==> config.mk <==
export PLATFORM = sky130hd
export DESIGN_NAME = tamper_watch
export DESIGN_NICKNAME = d
export VERILOG_FILES = /design/src/rtl/tw_pkg.sv /design/src/rtl/tw_sync.sv /design/src/rtl/tw_match.sv /design/src/rtl/tw_view.sv /design/src/rtl/tamper_watch.sv
export SDC_FILE = /design/constraint.sdc
export NUM_CORES = 1
export LEC_CHECK = 0
export BUFFER_PORTS_ARGS = -buffer_cell sky130_fd_sc_hd__buf_2
export CORE_MARGIN = 3
export CORE_UTILIZATION = 49
export CTS_BUF_LIST = sky130_fd_sc_hd__clkbuf_2
export DETAILED_ROUTE_END_ITERATION = 12
export HOLD_SLACK_MARGIN = 0.12
export MAX_ROUTING_LAYER = met4
export PLACE_DENSITY_LB_ADDON = 0.1
export SLEW_MARGIN = 20
export SYNTH_ARGS = -nofsm -noshare
export SYNTH_HDL_FRONTEND = slang
export SYNTH_SLANG_ARGS = --single-unit
==> constraint.sdc <==
create_clock -name clk_i -period 1.7 [get_ports clk_i]
set_input_delay 0.255 -clock clk_i [delete_from_list [all_inputs] [get_ports clk_i]]
set_output_delay 0.255 -clock clk_i [all_outputs]
set_load 0.005 [all_outputs]
==> src/rtl/tw_pkg.sv <==
package tw_pkg;
    localparam int DW = 32;

    // word indices of the register set
    localparam int W_ENABLE = 0;
    localparam int W_LEVEL  = 1;
    localparam int W_KEEP   = 2;
    localparam int W_MUTE   = 3;
    localparam int W_IEN    = 4;
    localparam int W_FLAGS  = 5;
    localparam int W_CLEAR  = 6;
    localparam int W_NSVIEW = 7;
    localparam int W_SVIEW  = 8;
    localparam int W_GUARD  = 9;
endpackage

==> src/rtl/tw_sync.sv <==
module tw_sync #(
    parameter int WIDTH  = 4,
    parameter int STAGES = 2
) (
    input  logic             clk_i,
    input  logic             rst_ni,
    input  logic [WIDTH-1:0] async_i,
    output logic [WIDTH-1:0] sync_o
);
    logic [WIDTH-1:0] stage_q [STAGES];

    generate
        for (genvar s = 0; s < STAGES; s++) begin : g_stage
            always_ff @(posedge clk_i or negedge rst_ni) begin
                if (!rst_ni) begin
                    stage_q[s] <= '0;
                end else if (s == 0) begin
                    stage_q[s] <= async_i;
                end else begin
                    stage_q[s] <= stage_q[(s == 0) ? 0 : s-1];
                end
            end
        end
    endgenerate

    assign sync_o = stage_q[STAGES-1];
endmodule

==> src/rtl/tw_match.sv <==
module tw_match #(
    parameter int NCH = 4
) (
    input  logic [NCH-1:0] pin_i,
    input  logic [NCH-1:0] enable_i,
    input  logic [NCH-1:0] level_i,
    output logic [NCH-1:0] hit_o
);
    generate
        for (genvar c = 0; c < NCH; c++) begin : g_ch
            // active when the pin equals the selected level
            assign hit_o[c] = enable_i[c] & ~(pin_i[c] ^ level_i[c]);
        end
    endgenerate
endmodule

==> src/rtl/tw_view.sv <==
module tw_view #(
    parameter int NCH = 4
) (
    input  logic [NCH-1:0] flag_i,
    input  logic [NCH-1:0] ien_i,
    input  logic [NCH-1:0] mute_i,
    input  logic [NCH-1:0] keep_i,
    input  logic           guard_i,
    output logic [NCH-1:0] ns_view_o,
    output logic [NCH-1:0] s_view_o,
    output logic           irq_o,
    output logic           lock_o
);
    logic [NCH-1:0] masked;

    always_comb begin
        masked    = flag_i & ien_i & ~mute_i;
        s_view_o  = guard_i ? masked : '0;
        ns_view_o = guard_i ? '0 : masked;
        irq_o     = |(s_view_o | ns_view_o);
        lock_o    = |(flag_i & ~keep_i & ~mute_i);
    end
endmodule

==> src/rtl/tamper_watch.sv <==
module tamper_watch #(
    parameter int NCH = 4,
    parameter int AW  = 4,
    parameter int DW  = tw_pkg::DW
) (
    input  logic           clk_i,
    input  logic           rst_ni,
    input  logic [NCH-1:0] tamper_i,
    input  logic           req_valid_i,
    input  logic           req_write_i,
    input  logic           req_secure_i,
    input  logic [AW-1:0]  req_addr_i,
    input  logic [DW-1:0]  req_wdata_i,
    output logic [DW-1:0]  rsp_rdata_o,
    output logic           irq_o,
    output logic           erase_o,
    output logic           sram_lock_o
);
    import tw_pkg::*;

    typedef struct packed {
        logic [NCH-1:0] enable;
        logic [NCH-1:0] level;
        logic [NCH-1:0] keep;
        logic [NCH-1:0] mute;
        logic [NCH-1:0] ien;
        logic [NCH-1:0] flag;
        logic           guard;
        logic           erase;
        logic [DW-1:0]  rdata;
    } state_t;

    state_t s_d, s_q;

    logic [NCH-1:0] pin_sync;
    logic [NCH-1:0] hit;
    logic [NCH-1:0] ns_view, s_view;
    logic [NCH-1:0] clr_vec;
    logic [NCH-1:0] rise;
    logic           access_ok;
    logic           unused_wdata;

    tw_sync #(.WIDTH(NCH), .STAGES(2)) i_sync (
        .clk_i  (clk_i),
        .rst_ni (rst_ni),
        .async_i(tamper_i),
        .sync_o (pin_sync)
    );

    tw_match #(.NCH(NCH)) i_match (
        .pin_i   (pin_sync),
        .enable_i(s_q.enable),
        .level_i (s_q.level),
        .hit_o   (hit)
    );

    tw_view #(.NCH(NCH)) i_view (
        .flag_i   (s_q.flag),
        .ien_i    (s_q.ien),
        .mute_i   (s_q.mute),
        .keep_i   (s_q.keep),
        .guard_i  (s_q.guard),
        .ns_view_o(ns_view),
        .s_view_o (s_view),
        .irq_o    (irq_o),
        .lock_o   (sram_lock_o)
    );

    always_comb begin
        s_d       = s_q;
        access_ok = req_valid_i & (req_secure_i | ~s_q.guard);
        clr_vec   = '0;

        if (access_ok && req_write_i) begin
            case (req_addr_i)
                AW'(W_ENABLE): s_d.enable = req_wdata_i[NCH-1:0];
                AW'(W_LEVEL):  s_d.level  = req_wdata_i[NCH-1:0];
                AW'(W_KEEP):   s_d.keep   = req_wdata_i[NCH-1:0];
                AW'(W_MUTE):   s_d.mute   = req_wdata_i[NCH-1:0];
                AW'(W_IEN):    s_d.ien    = req_wdata_i[NCH-1:0];
                AW'(W_CLEAR):  clr_vec    = req_wdata_i[NCH-1:0];
                AW'(W_GUARD):  s_d.guard  = req_wdata_i[0];
                default: ;
            endcase
        end

        // a persisting active level wins over a clear
        s_d.flag  = (s_q.flag & ~clr_vec) | hit;
        rise      = s_d.flag & ~s_q.flag;
        s_d.erase = |(rise & ~s_q.keep & ~s_q.mute);

        s_d.rdata = '0;
        if (access_ok && !req_write_i) begin
            case (req_addr_i)
                AW'(W_ENABLE): s_d.rdata[NCH-1:0] = s_q.enable;
                AW'(W_LEVEL):  s_d.rdata[NCH-1:0] = s_q.level;
                AW'(W_KEEP):   s_d.rdata[NCH-1:0] = s_q.keep;
                AW'(W_MUTE):   s_d.rdata[NCH-1:0] = s_q.mute;
                AW'(W_IEN):    s_d.rdata[NCH-1:0] = s_q.ien;
                AW'(W_FLAGS):  s_d.rdata[NCH-1:0] = s_q.flag;
                AW'(W_NSVIEW): s_d.rdata[NCH-1:0] = ns_view;
                AW'(W_SVIEW):  s_d.rdata[NCH-1:0] = s_view;
                AW'(W_GUARD):  s_d.rdata[0]       = s_q.guard;
                default: ;
            endcase
        end
    end

    always_ff @(posedge clk_i or negedge rst_ni) begin
        if (!rst_ni) begin
            s_q <= '0;
        end else begin
            s_q <= s_d;
        end
    end

    assign rsp_rdata_o  = s_q.rdata;
    assign erase_o      = s_q.erase;
    assign unused_wdata = ^req_wdata_i[DW-1:NCH];
endmodule

==> results of run 1 <==
==> flip-flops by register name, indices dropped and copies added, names as in the netlist <==
signal	flops
i_sync.stage_q	4
rsp_rdata_o	4
i_sync.sync_o	4
erase_o	1
s_q	25
==> repair_timing <==
action	4_1_cts	5_1_grt
hold buffers	5	0
gates resized for setup	1	3
endpoints found under the setup margin	2	7
setup buffers	2	2
hold endpoints to repair	42	0
==> worst min-delay path, cell delays in order <==
cell and delay (ns):
buf_2 0.12, nand2_1 0.05, a22o_1 0.11
==> layer usage <==
| layer | track usage, % | up-vias | routed length [um] |
|---|---|---|---|
| met5 | - | - | 0 |
| met3 | 4.43 | 8 | 307 |
| met1 | 24.1 | 708 | 1960 |
| met4 | 6.89 | 0 | 78 |
| met2 | 27.8 | 58 | 1980 |
| li1 | - | 720 | - |
==> layout make-up <==
type	count	area [um^2]
repair buffers	37	236
clock inverters	3	63.8
inverters	4	15.0
multi-input cells	149	1030
flip-flops and latches	38	951
fillers	370	1710
clock buffers	5	25.0
well taps	50	62.6
==> per-stage QoR <==
stage	TNS (ns)	util (%)
detailed placement	0	53.7
global route	-0.411	58.3
floorplan	0	-
CTS	-0.254	57.6
finish	-0.246	58.3
global placement	0	53.7
==> cell families (layout without fill, tap and decap cells) <==
kind of cell	after synthesis	after routing	share of synthesized area (%)
other	1	28	0.176
AOI/OAI and AO/OA	29	29	9.16
DFF	38	38	44.6
muxes	27	27	14.0
and+or+nand+nor	61	61	17.7
xor gates and xnor gates	4	4	1.64
buffers and inverters	38	49	12.7
==> cells in the mapped netlist (all sizes together) <==
master / number
mux2i: 4
clkbuf: 1
nor2: 9
nor3b: 2
a22oi: 5
buf: 33
inv: 4
o21ai: 8
and2b: 3
o22ai: 1
a21oi: 4
a32oi: 1
nand2: 19
nor4bb: 1
nor2b: 3
nor4: 3
or4b: 1
conb: 1
dfrtp: 38
o22a: 2
nand3b: 2
a211o: 1
a21o: 1
a221oi: 1
o21a: 3
or4: 5
and3b: 3
nand3: 6
nor4b: 1
xnor2: 4
nand4: 3
a22o: 2
mux2: 23
==> worst min-delay path by stage <==
| stage | startpoint | endpoint | slack (ns) | cells past startpoint |
|---|---|---|---|---|
| 2_1_floorplan | rst_ni | erase_o | -0.04 | 0 |
| 4_1_cts | req_secure_i | s_q[33] | 0.13 | 3 |
| 3_5_place_dp | i_sync.stage_q[7] | i_sync.sync_o[3] | 0.33 | 0 |
| 5_1_grt | req_wdata_i[3] | s_q[57] | 0.13 | 2 |
| 6_report | req_secure_i | s_q[33] | 0.16 | 3 |
| 3_3_place_gp | rst_ni | s_q[40] | 0.32 | 2 |
==> power groups by stage <==
| stage | combinational [uW] | sequential, uW | clock (uW) |
|---|---|---|---|
| final | 493 | 1130 | 700 |
| after floorplan | 363 | 1120 | 0 |
| after CTS | 465 | 1130 | 725 |
| after global placement | 424 | 1150 | 0 |
| after detailed placement | 435 | 1150 | 0 |
| after global routing | 552 | 1150 | 758 |
==> impl_metrics.yaml, run 1 <==
worst_setup_path:
  worst_setup_path_start_kind: "register"
  cp_slowest_stage_delay_ns: 0.52
  rr_startpoint: "s_q[33]"
  path_buf_inv: 1
  worstSetupEndpoint: "irq_o"
  worstPathRequired_ns: 1.44
  critPathSlowestCell: "or4_1"
  r2r-end: "s_q[56]"
  crit_path_end_kind: "primary output"
  cp.depth: 3
  r2r_cells: 5
  crit_type: "register to primary output"
  cp_top_family: "simple AND/OR/NAND/NOR gates"
  crit_start: "s_q[36]"
  critPathArrivalTime_ns: 1.64
  path_cells: "and3b_1 -> or4_1 -> buf_2"
  critPathMaxFanout: 2
  reg2reg_slack_ns: 0.07
pwr:
  pwr-share-comb_pct: 21.2
  ir_worst_vdd_mv: 0.537
  p_switching_uw: 647
  pwr_density_cell_mw_per_mm2: 977
  switching_share_pct: 27.8
  power_frac_seq_pct: 48.7
  p_leak_uw: 0.00111
  p_total_uw: 2330
  clkPwrFrac_pct: 30.1
  p_int_uw: 1680
floorplan:
  ios: 80
  fp.dieH_um: 72.0
  design.core.area_mm2: 0.00409
  start_util_pct: 52.2
  dieArea_mm2: 0.00518
  num_rows: 23
  die_w_um: 72.0
grt:
  antenna_found_initial: 0
  grt-ovfl-total: 0
  grt_usage_pct: 18.4
  grt_pass1_vias: 1436
  grt_pass1_wl_mm: 7.09
  grt_max_degree: 39
run_status:
  status: "finished, violations left"
  violations: "setup timing"
sta:
  grt_setup_unrepaired: "true"
  skew_ns: 0.0340
  period_share_pct: 112
  finalWorstSetupSlack_ns: -0.198
  setup-violations-final: 2
  slew_violations: 0
  max_freq_mhz: 527
  min_period_ns: 1.90
  finalHoldWorstSlack_ns: 0.158
  finalHoldViolCount: 0
finish:
  final_area_mm2: 0.00238
  syn_to_final_growth_pct: 11.7
  n_antenna_cell: 0
  final_cells: 286
  layout.nets: 280
  drive_gt1_share_pct: 30.1
  final_common_cell: "dfrtp_1"
  final_cell_mix: "38 x dfrtp_1, 28 x conb_1, 23 x mux2_2, 23 x buf_2, 18 x nand2_1"
routing:
  routed_via_density: 5.22
  drtPass1Iterations: 4
  drc_errors: 0
  totalWireLength_mm: 4.33
  first_iter_violations: 170
  wl_per_cell_um: 15.1
  dr_total_vias: 1494
  ant_nets: 0
clock_tree:
  cts_tree: "done"
  path_clk_slew_ns: 0.22
  cts.sinks: 38
  clk_latency_ns: 0.40
  cts_buffers: 5
  ctsRootBufferMaster: "clkbuf_2"
  h-tree-depth: 2
  clockBufferDepth: 2
logic_synthesis:
  netlist_area_mm2: 0.00213
  synth-seq-area-share_pct: 44.6
  synth_largest_area_cell: "dfrtp_1"
  synth_area_per_cell_um2: 10.8
  ys_warn_count: 0
  ys_seq_elements: 38
  postSynthCellCount: 198
  synthTopCellsByArea: "dfrtp_1 45%, mux2_2 12%, buf_4 11%"
  synth.top_cell.area_share_pct: 44.6
  ys_types: 41
placed_design:
  preCtsSetupSlack_ns: 0.0920
  dpl_cell_area_mm2: 0.00219
  gp_congestion: 0.855
  port-buffer-count: 23
  dp.cells: 269
  dp_hpwl_mm: 3.01
run:
  max_cap_violations: 0
hold_path:
  min_path_type: "input pin to register"
No activity file was read; power rests on OpenSTA's default activity.
==> inputs of run 2 (changes only) <==
--- a/config.mk
+++ b/config.mk
@@ -13,6 +13,8 @@
 export HOLD_SLACK_MARGIN = 0.12
 export MAX_ROUTING_LAYER = met4
 export PLACE_DENSITY_LB_ADDON = 0.1
+export SETUP_SLACK_MARGIN = 0.05
+export SKIP_LAST_GASP = 1
 export SLEW_MARGIN = 20
 export SYNTH_ARGS = -nofsm -noshare
 export SYNTH_HDL_FRONTEND = slang
==> impl_metrics.yaml, run 2 (same netlist as run 1, synthesis figures left out) <==
floorplan:
  ios: 80
  start_util_pct: 52.2
  die_w_um: 72.0
  fp.dieH_um: 72.0
  dieArea_mm2: 0.00518
  design.core.area_mm2: 0.00409
  num_rows: 23
placed_design:
  port-buffer-count: 23
  dp_hpwl_mm: 3.01
  dp.cells: 269
  gp_congestion: 0.855
  preCtsSetupSlack_ns: 0.0920
grt:
  grt_usage_pct: 18.5
  grt-ovfl-total: 0
  antenna_found_initial: 0
  grt_max_degree: 39
  grt_pass1_vias: 1439
  grt_pass1_wl_mm: 7.13
finish:
  layout.nets: 280
  largest-register: "s_q"
  drive_gt1_share_pct: 30.5
  n_antenna_cell: 0
  post-route-util_pct: 58.3
  final_cells: 286
  final_cell_mix: "38 x dfrtp_1, 28 x conb_1, 23 x mux2_2, 23 x buf_2, 17 x nand2_1"
  largest_reg_flops: 25
  syn_to_final_growth_pct: 11.8
  final_common_cell: "dfrtp_1"
worst_setup_path:
  cp_slowest_stage_delay_ns: 0.52
  critPathMaxFanout: 2
  crit_type: "register to primary output"
  path_buf_inv: 1
  worstPathRequired_ns: 1.44
  path_cells: "and3b_1 -> or4_1 -> buf_2"
  critPathSlowestCell: "or4_1"
  cp_top_family: "simple AND/OR/NAND/NOR gates"
  worst_setup_path_start_kind: "register"
  critPathArrivalTime_ns: 1.64
  crit_path_end_kind: "primary output"
routing:
  dr_total_vias: 1502
  drc_errors: 0
  wl_per_cell_um: 15.2
  totalWireLength_mm: 4.34
  drtPass1Iterations: 4
  ant_nets: 0
  routed_via_density: 5.25
  first_iter_violations: 187
sta:
  period_share_pct: 112
  finalWorstSetupSlack_ns: -0.198
  fin_setup_tns_ns: -0.245
  min_period_ns: 1.90
  finalHoldViolCount: 0
  finalHoldWorstSlack_ns: 0.159
  slew_violations: 0
  max_freq_mhz: 527
  grt_setup_unrepaired: "true"
  skew_ns: 0.0329
  setup-violations-final: 2
run:
  max_cap_violations: 0
clock_tree:
  h-tree-depth: 2
  cts_tree: "done"
  cts_buffers: 5
  path_clk_slew_ns: 0.22
  cts.sinks: 38
  clk_latency_ns: 0.40
  ctsRootBufferMaster: "clkbuf_2"
  clockBufferDepth: 2
hold_path:
  min_path_type: "input pin to register"
pwr:
  p_leak_uw: 0.00111
  ir_worst_vdd_mv: 0.537
  pwr_density_cell_mw_per_mm2: 976
run_status:
  status: "finished, violations left"
  violations: "setup timing"
## run 2: metal layers
layer	share of wire, %	global-route usage (%)
met1	45	24.1
met2	46	28.1
met3	6.5	4.43
met4	1.8	6.89
met5	0	-
## run 2: what timing repair did
| action | CTS | global route |
|---|---|---|
| resized for setup | 1 | 4 |
| hold buffers | 5 | 0 |
| buffers inserted | 3 | 1 |
| hold endpoints to repair | 42 | 0 |
| setup endpoints to repair | 6 | 5 |
## run 2: power breakdown
| part | leakage [uW] | switching [uW] | internal [uW] |
|---|---|---|---|
| clock | 0.0000506 | 308 | 392 |
| combinational | 0.000595 | 234 | 262 |
| sequential | 0.000468 | 105 | 1030 |
| total | 0.00111 | 648 | 1680 |
## run 2: layout make-up
cell class | instances | area (um^2)
Clock inverter | 3 | 63.8
Multi-Input combinational cell | 149 | 1030
Fill cell | 372 | 1700
Clock buffer | 5 | 25.0
Timing Repair Buffer | 37 | 236
Inverter | 4 | 15.0
Sequential cell | 38 | 951
Tap cell | 50 | 62.6
## run 2: stage by stage
step                      cell area (um^2)  power (uW)
after floorplan                       2230        1480
after global placement                2190        1570
after detailed placement              2190        1590
after CTS                             2360        2330
after global routing                  2380        2460
final                                 2380        2330
## run 2: worst register-to-register path: stages (launching register included)
cell and delay [ns]:
dfrtp_1 0.43, nor2b_4 0.15, nor4_4 0.23, buf_4 0.17, nand2_1 0.17, mux2_2 0.32
## run 2: worst paths after layout
path,startpoint,to,cells after the start,slack (ns)
min in group asynchronous,rst_ni,rsp_rdata_o[1],3,0.40
max in group asynchronous,rst_ni,s_q[34],3,0.93
max reg2reg,s_q[33],s_q[48],5,0.12
min,req_secure_i,s_q[33],3,0.16
max,s_q[36],irq_o,3,-0.20
min reg2reg,i_sync.stage_q[5],i_sync.sync_o[1],0,0.38
